==> config.mk <==
export PLATFORM = sky130hd
export DESIGN_NAME = ilk_unit
export DESIGN_NICKNAME = d
export VERILOG_FILES = /design/src/rtl/ilk_pkg.sv /design/src/rtl/ilk_track.sv /design/src/rtl/ilk_opnd.sv /design/src/rtl/ilk_unit.sv
export SDC_FILE = /design/constraint.sdc
export NUM_CORES = 1
export LEC_CHECK = 0
export BUFFER_PORTS_ARGS = -buffer_cell sky130_fd_sc_hd__buf_2
export CAP_MARGIN = 20
export CORE_ASPECT_RATIO = 1.75
export CORE_MARGIN = 2
export CORE_UTILIZATION = 62
export DETAILED_ROUTE_END_ITERATION = 8
export PLACE_DENSITY = 0.84
export SYNTH_ARGS = -nofsm -noshare
export SYNTH_HDL_FRONTEND = slang
export SYNTH_SLANG_ARGS = --single-unit
export TNS_END_PERCENT = 50
==> constraint.sdc <==
create_clock -name clk -period 5.04 [get_ports clk]
set_clock_uncertainty 0.05 [all_clocks]
set_input_delay 0.504 -clock clk [delete_from_list [all_inputs] [get_ports clk]]
set_output_delay 0.504 -clock clk [all_outputs]
set_load 0.1 [all_outputs]
==> src/rtl/ilk_pkg.sv <==
package ilk_pkg;

   typedef enum logic [2:0] {
      CL_INT   = 3'd0,
      CL_DIVF  = 3'd1,
      CL_LOAD  = 3'd2,
      CL_STORE = 3'd3,
      CL_ADDF  = 3'd4,
      CL_MULTF = 3'd5
   } op_class_e;

   // Execute stage at whose end the class's result is valid
   function automatic int unsigned ready_stage(input op_class_e c);
      case (c)
         CL_DIVF:  return 2;
         CL_LOAD:  return 3;
         CL_ADDF:  return 3;
         CL_MULTF: return 5;
         default:  return 1;
      endcase
   endfunction

   function automatic logic writes_reg(input op_class_e c);
      return (c != CL_STORE);
   endfunction

endpackage

==> src/rtl/ilk_track.sv <==
module ilk_track #(
   parameter int REG_W  = 5,
   parameter int NUM_EX = 5,
   parameter int RDY_W  = 3
) (
   input  logic                              clk,
   input  logic                              rst_n,
   input  logic                              ins_vld,
   input  logic                              ins_wr,
   input  logic [REG_W-1:0]                  ins_dst,
   input  logic [RDY_W-1:0]                  ins_rdy,
   output logic [NUM_EX-1:0]                 slot_vld,
   output logic [NUM_EX-1:0]                 slot_wr,
   output logic [NUM_EX-1:0][REG_W-1:0]      slot_dst,
   output logic [NUM_EX-1:0][RDY_W-1:0]      slot_rdy
);

   for (genvar i = 0; i < NUM_EX; i++) begin : g_stage
      if (i == 0) begin : g_head
         always_ff @(posedge clk) begin
            if (!rst_n) begin
               slot_vld[i] <= 1'b0;
               slot_wr[i]  <= 1'b0;
               slot_dst[i] <= '0;
               slot_rdy[i] <= '0;
            end else begin
               slot_vld[i] <= ins_vld;
               slot_wr[i]  <= ins_vld & ins_wr;
               slot_dst[i] <= ins_dst;
               slot_rdy[i] <= ins_rdy;
            end
         end
      end else begin : g_body
         always_ff @(posedge clk) begin
            if (!rst_n) begin
               slot_vld[i] <= 1'b0;
               slot_wr[i]  <= 1'b0;
               slot_dst[i] <= '0;
               slot_rdy[i] <= '0;
            end else begin
               slot_vld[i] <= slot_vld[i-1];
               slot_wr[i]  <= slot_wr[i-1];
               slot_dst[i] <= slot_dst[i-1];
               slot_rdy[i] <= slot_rdy[i-1];
            end
         end
      end
   end

endmodule

==> src/rtl/ilk_opnd.sv <==
module ilk_opnd #(
   parameter int REG_W  = 5,
   parameter int NUM_EX = 5,
   parameter int RDY_W  = 3,
   parameter int CODE_W = 3
) (
   input  logic                          use_i,
   input  logic [REG_W-1:0]              src_i,
   input  logic [1:0]                    need_i,
   input  logic [NUM_EX-1:0]             slot_wr,
   input  logic [NUM_EX-1:0][REG_W-1:0]  slot_dst,
   input  logic [NUM_EX-1:0][RDY_W-1:0]  slot_rdy,
   output logic                          hazard_o,
   output logic [CODE_W-1:0]             code_o
);

   // Walk oldest to youngest; the last match (youngest) wins
   always_comb begin
      hazard_o = 1'b0;
      code_o   = '0;
      for (int k = NUM_EX; k >= 1; k--) begin
         if (use_i && (src_i != '0) && slot_wr[k-1] && (slot_dst[k-1] == src_i)) begin
            hazard_o = (k + int'(need_i)) <= int'(slot_rdy[k-1]);
            code_o   = CODE_W'(k + int'(need_i) - 1);
         end
      end
   end

endmodule

==> src/rtl/ilk_unit.sv <==
module ilk_unit
   import ilk_pkg::*;
#(
   parameter int REG_W  = 5,
   parameter int NUM_EX = 5,
   localparam int CODE_W = $clog2(NUM_EX + 2)
) (
   input  logic               clk,
   input  logic               rst_n,
   input  logic               dec_valid,
   input  logic [2:0]         dec_class,
   input  logic [REG_W-1:0]   dec_dst,
   input  logic [REG_W-1:0]   dec_src_a,
   input  logic               dec_use_a,
   input  logic [REG_W-1:0]   dec_src_b,
   input  logic               dec_use_b,
   output logic               stall,
   output logic [CODE_W-1:0]  byp_a,
   output logic [CODE_W-1:0]  byp_b
);

   localparam int RDY_W  = $clog2(NUM_EX + 1);
   localparam int N_OPND = 2;

   if (NUM_EX < 5) begin : g_bad_depth
      $error("ilk_unit: NUM_EX must cover the longest class latency (5)");
   end
   if (REG_W < 1) begin : g_bad_regw
      $error("ilk_unit: REG_W must be positive");
   end

   op_class_e             cls;
   logic                  ins_wr;
   logic [RDY_W-1:0]      ins_rdy;
   logic [NUM_EX-1:0]     slot_vld;
   logic [NUM_EX-1:0]     slot_wr;
   logic [NUM_EX-1:0][REG_W-1:0] slot_dst;
   logic [NUM_EX-1:0][RDY_W-1:0] slot_rdy;

   logic [N_OPND-1:0]              op_use;
   logic [N_OPND-1:0][REG_W-1:0]   op_src;
   logic [N_OPND-1:0][1:0]         op_need;
   logic [N_OPND-1:0]              op_haz;
   logic [N_OPND-1:0][CODE_W-1:0]  op_code;

   always_comb begin
      cls        = op_class_e'(dec_class);
      ins_wr     = writes_reg(cls) && (dec_dst != '0);
      ins_rdy    = RDY_W'(ready_stage(cls));
      op_use[0]  = dec_use_a;
      op_src[0]  = dec_src_a;
      op_need[0] = 2'd1;
      op_use[1]  = dec_use_b;
      op_src[1]  = dec_src_b;
      op_need[1] = (cls == CL_STORE) ? 2'd2 : 2'd1;
   end

   for (genvar o = 0; o < N_OPND; o++) begin : g_opnd
      ilk_opnd #(
         .REG_W  (REG_W),
         .NUM_EX (NUM_EX),
         .RDY_W  (RDY_W),
         .CODE_W (CODE_W)
      ) u_opnd (
         .use_i    (op_use[o]),
         .src_i    (op_src[o]),
         .need_i   (op_need[o]),
         .slot_wr  (slot_wr),
         .slot_dst (slot_dst),
         .slot_rdy (slot_rdy),
         .hazard_o (op_haz[o]),
         .code_o   (op_code[o])
      );
   end

   assign stall = dec_valid && (|op_haz);
   assign byp_a = op_code[0];
   assign byp_b = op_code[1];

   ilk_track #(
      .REG_W  (REG_W),
      .NUM_EX (NUM_EX),
      .RDY_W  (RDY_W)
   ) u_trk (
      .clk      (clk),
      .rst_n    (rst_n),
      .ins_vld  (dec_valid && !stall),
      .ins_wr   (ins_wr),
      .ins_dst  (dec_dst),
      .ins_rdy  (ins_rdy),
      .slot_vld (slot_vld),
      .slot_wr  (slot_wr),
      .slot_dst (slot_dst),
      .slot_rdy (slot_rdy)
   );

endmodule

======== Yosys cells after proc, flatten, opt, wreduce, memory -nomap -nowiden ========
Index checks and enable logic that the tools add are counted.
operators by class
  $add $sub $neg .......................... 10
  order comparisons ....................... 10
  equality and inequality tests ........... 16
  mux-type cells .......................... 22
  bitwise operators ....................... 1
  reduce and logical (&&, ||, !) cells .... 31
operator list
  cell                                                 count
  <= comparator 32 x 4 -> 1 bit                        3
  == test 5 bit                                        10
  2-to-1 mux 3 bit                                     10
  logical AND 1 bit                                    25
  nonzero test 5 bit                                   3
  subtractor 3 x 2 -> 3 bit (second input constant)    5
  2-to-1 mux 1 bit                                     10
  <= comparator 3 bit (first input constant)           3
  one-hot mux 3 bit (3 select lines)                   1
  adder 3 x 2 -> 4 bit (first input constant)          2
  <= comparator 4 x 3 -> 1 bit                         2
  adder 2 x 2 -> 3 bit (first input constant)          2
  == test 3 x 2 -> 1 bit (second input constant)       2
  == test 3 bit (second input constant)                2
  <= comparator 2 x 3 -> 1 bit (first input constant)  2
  OR reduction 2 bit                                   2
  adder 1 x 2 -> 3 bit (first input constant)          1
  == test 3 x 1 -> 1 bit (second input constant)       1
  != test 3 x 2 -> 1 bit (second input constant)       1
  2-to-1 mux 2 bit                                     1
  AND 1 bit                                            1
  zero test 1 bit                                      1
word-level totals
  register bits after elaboration ......... 45
  logic and storage cells ................. 105

======== Logic depth before layout (Yosys ltp) ========
  word-level depth ........................ 14
  mapped depth ............................ 9

======== Hierarchy ========
From an unflattened synthesis, not the netlist that was laid out.
unflattened totals
  cell total of the unflattened synthesis .. 363
  area total of the unflattened synthesis .. 3,296.9 um2
modules (own cells, without submodules)
  module     times used  cells an instance  area each (um2)  seq. area each (um2)
  ilk_opnd   2           122                929.6            0.0
  ilk_track  1           105                1,350.0          1,001.0
  ilk_unit   1           14                 87.6             0.0

======== Worst setup path before layout ========
Ideal clock, no wire load.
  kind .................................... input to output
  start ................................... input dec_src_b[3]
  end ..................................... output byp_b[2]
  arrival time ............................ 4.749 ns
  required time ........................... 4.486 ns
  path slack .............................. -0.263 ns
  stages .................................. 8
  cell sequence ........................... clkbuf_1 -> xor2_1 -> or4_1 -> or2_2 -> clkbuf_1 -> nand2_1 -> nor2_1 -> nor4_1
on the way
  longest elaborated chain between the ends .. 9
  elaborated cells between the ends (all ways) .. 22
  those cells by class .................... 5 x eq/ne; 5 x mux; 12 x reduce/logical
RTL lines
  what                            line            text
  from (decl)                     ilk_unit.sv:15  input logic [REG_W-1:0] dec_src_b,
  nonzero test 5 bit              ilk_opnd.sv:22  if (use_i && (src_i != '0) && slot_wr[k-1] && (slot_dst[k-1] == src_i)) begin
  logical AND 1 bit (3 in a row)  ilk_opnd.sv:22
  2-to-1 mux 3 bit (4 in a row)   ilk_opnd.sv:22
  2-to-1 mux 3 bit *              ilk_opnd.sv:22
  to (decl)                       ilk_unit.sv:19  output logic [CODE_W-1:0] byp_b
Every way passes the cells marked *; elsewhere a longest branch is shown, timed or not.

======== Worst setup path in the final report ========
  start ................................... input dec_class[2]
  end ..................................... output stall
on the way
  longest elaborated chain between the ends .. 11
  elaborated cells between the ends (all ways) .. 19
  those cells by class .................... 5 x add/sub; 5 x order compare; 1 x eq/ne; 6 x mux; 2 x reduce/logical
RTL lines
  what                                                                   line            text
  from (decl)                                                            ilk_unit.sv:11  input logic [2:0] dec_class,
  == test 3 x 2 -> 1 bit *                                               ilk_unit.sv:55  op_need[1] = (cls == CL_STORE) ? 2'd2 : 2'd1;
  2-to-1 mux 2 bit *                                                     ilk_unit.sv:55
  branches (longest 6 deep; another with <= comparator 32 x 4 -> 1 bit)  n/a
  2-to-1 mux 1 bit *                                                     ilk_opnd.sv:22
  OR reduction 2 bit *                                                   ilk_unit.sv:76  assign stall = dec_valid && (|op_haz);
  logical AND 1 bit *                                                    ilk_unit.sv:76
  to (decl)                                                              ilk_unit.sv:17  output logic stall,
Mark *: on every way between the ends.

==> impl_metrics.env <==
export IMPL_place_gp_congestion=0.902
export IMPL_start_util_pct=65.3
export IMPL_report_final_slew_viol_count=0
export IMPL_yosys_warnings=0
export IMPL_critPathSlowestCell="buf_2"
export IMPL_cts_tree="built"
export IMPL_ys_seq_area_share_pct=37.7
export IMPL_grt_usage_pct=27.5
export IMPL_pin_count=30
export IMPL_ys_flop_type="dfxtp_1"
export IMPL_swShare_pct=23.9
export IMPL_critPathLaunchType="input port"
export IMPL_power_leakage_nw=1.10
export IMPL_finalCriticalPeriod_ps=3400
export IMPL_die_x_um=51.0
export IMPL_drt_initial_drc_count=37
export IMPL_grt_pass1_vias=1875
export IMPL_die_y_um=86.2
export IMPL_cp_arrival_ps=2840
export IMPL_synth_area_um2=2390
export IMPL_synthesis_nets=294
export IMPL_mostFrequentLayoutCells="dfxtp_1, and2_1, buf_2"
export IMPL_cts_buffer_depth=2
export IMPL_finalSetupViolCount=0
export IMPL_routedWlPerCell_um=16.2
export IMPL_vias=1835
export IMPL_critical_path_class="in2out"
export IMPL_layout_nets=315
export IMPL_hold_viol_final=0
export IMPL_io_buffers=29
export IMPL_drive_gt1_share_pct=15.8
export IMPL_cts_sinks=45
export IMPL_dieArea_um2=4390
export IMPL_ant_nets=0
export IMPL_crit_chain="buf_2 -> nand3b_1 -> ha_1 -> nor2b_1 -> o21ai_0 -> a32oi_1 -> a31oi_1 -> o21ai_0 -> a21boi_0 -> buf_2"
export IMPL_clock_latency_ps=290
export IMPL_drtPass1Iterations=4
export IMPL_ir_worst_vdd_v=0.000288
export IMPL_status="complete, no violations"
export IMPL_netlist_instances=263
export IMPL_htree_levels=2
export IMPL_post_cts_setup_buffers=0
export IMPL_gr_total_overflow=0
export IMPL_final_common_cell="dfxtp_1"
export IMPL_ctsHoldBuffers=0
export IMPL_ys_types=46
export IMPL_root_buffer="clkbuf_8"
export IMPL_worst_slew_pin_slew_ps=594
export IMPL_dpl_hpwl_um=4300
export IMPL_wl_um=5350
export IMPL_diodes=0
export IMPL_worstPathRequired_ps=4490
export IMPL_core_area_um2=3660
export IMPL_dpl_instance_area_um2=2520
export IMPL_power_density_nw_per_um2=274
export IMPL_p_int_mw=0.548
export IMPL_ctsResizeCount=0
export IMPL_cp_max_fo=8
export IMPL_area_growth_syn_to_layout_pct=9.88
export IMPL_maxCapViolations=0
export IMPL_synth_enable_flop_cells=0
export IMPL_endpoint_kind="output pin"
export IMPL_grt_antenna_before_repair=0
export IMPL_ys_seq_elements=45
export IMPL_finalCritPeriodShare_pct=67.4
export IMPL_rsz0062_at_grt="false"
export IMPL_combPwrFrac_pct=11.5
export IMPL_final_setup_tns_ps=0
export IMPL_viasPerCell=5.56
export IMPL_async_reset_ff_share_pct=0
export IMPL_min_delay_path_class="in2reg"
export IMPL_dp_slack_ps=1660
export IMPL_slowest_delay_ps=460
export IMPL_pwr_share_clk_pct=36.1
export IMPL_netSwitchingPower_mw=0.172
export IMPL_setup_ws_ps=1640
export IMPL_max_freq_ghz=0.294
export IMPL_avgSynthCellArea_um2=9.10
export IMPL_drc=0
export IMPL_num_rows=29
export IMPL_slew_headroom_pct=60.4
export IMPL_grt_first_pass_wirelength_um=8880
export IMPL_grt_max_degree=46
export IMPL_cts_buffers=5
export IMPL_p_seq_share_pct=52.4
export IMPL_fin_area_um2=2630
export IMPL_cts_clk_slew_worst_paths_ps=80
[cell usage after synthesis (2+ instances only)]
master	n	share of area, %
a21oi_1	6	1.3
and2_1	41	11
buf_6	2	0.94
clkbuf_1	11	1.7
dfxtp_1	45	38
ha_1	8	4.2
inv_1	7	1.1
nand2_1	10	1.6
nand4_1	7	1.8
nand4b_1	2	0.73
nor2_1	13	2.0
nor2b_1	2	0.52
nor3_1	8	1.7
nor4_1	8	2.1
o21ai_0	10	2.1
or3_1	3	0.78
or4_1	2	0.63
xnor2_1	27	9.9
xor2_1	24	8.8
[final timing paths]
| path | startpoint | endpoint | slack [ps] | cells after the start |
|---|---|---|---|---|
| hold reg to reg | u_trk.slot_rdy[0]$_SDFF_PN0_ | u_trk.slot_rdy[3]$_SDFF_PN0_ | 420 | 1 |
| hold / removal | dec_class[1] | u_trk.slot_rdy[2]$_SDFF_PN0_ | 370 | 2 |
| setup reg to reg | u_trk.slot_dst[13]$_SDFF_PN0_ | u_trk.slot_wr[0]$_SDFF_PN0_ | 2930 | 6 |
| setup / recovery | dec_class[2] | stall | 1640 | 10 |
[per-layer routing]
layer | vias to the layer above | routed length (um) | global-route usage [%]
met4 | 0 | 272 | 16.7
met3 | 22 | 169 | 4.83
met5 | - | 0 | 0
met1 | 834 | 1970 | 28.8
met2 | 52 | 2940 | 49.4
li1 | 927 | - | -
[worst max-delay path, delay by kind of cell]
| kind | cells | cell delay [ps] |
|---|---|---|
| buf+inv | 2 | 580 |
| fa+ha+maj | 1 | 410 |
| simple gates | 2 | 500 |
| compound gates | 5 | 840 |
[power groups by stage]
stage | clock network, mW | registers, mW | logic, mW
after detailed placement | 0 | 0.386 | 0.0830
after global routing | 0.282 | 0.379 | 0.0922
after floorplan | 0 | 0.381 | 0.0630
after CTS | 0.267 | 0.377 | 0.0834
final | 0.260 | 0.377 | 0.0831
after global placement | 0 | 0.386 | 0.0805
[cell families after synthesis]
| group | synth area share, % |
|---|---|
| AND/OR/NAND/NOR | 26.5 |
| buffers and inverters | 4.29 |
| AO/OA/AOI/OAI | 8.68 |
| flip-flops | 37.7 |
| XOR/XNOR | 18.7 |
| adder cells (fa/ha/maj) | 4.18 |
[sequential cells by signal, indices dropped and copies added, names as in the netlist]
| register | count |
|---|---|
| u_trk.slot_dst | 25 |
| u_trk.slot_wr | 5 |
| u_trk.slot_rdy | 15 |
[through the flow]
| stage | std cells | util [%] | total power [mW] | hold WS, ps |
|---|---|---|---|---|
| after global routing | 330 | 71.7 | 0.753 | 367 |
| after floorplan | 263 | - | 0.444 | 380 |
| after global placement | 323 | 68.9 | 0.466 | 396 |
| after CTS | 330 | 71.7 | 0.728 | 362 |
| after detailed placement | 323 | 68.9 | 0.469 | 410 |
| final | 330 | 71.7 | 0.720 | 371 |
[layout make-up]
cell class	instances	area, um2
clock buffer	5	68.8
tap	46	57.6
sequential	45	901
clock inverter	2	35.0
fill	301	1040
inverter	7	26.3
multi-input combinational	196	1400
timing repair buffer	29	145
No activity file was read; power rests on OpenSTA's default activity.
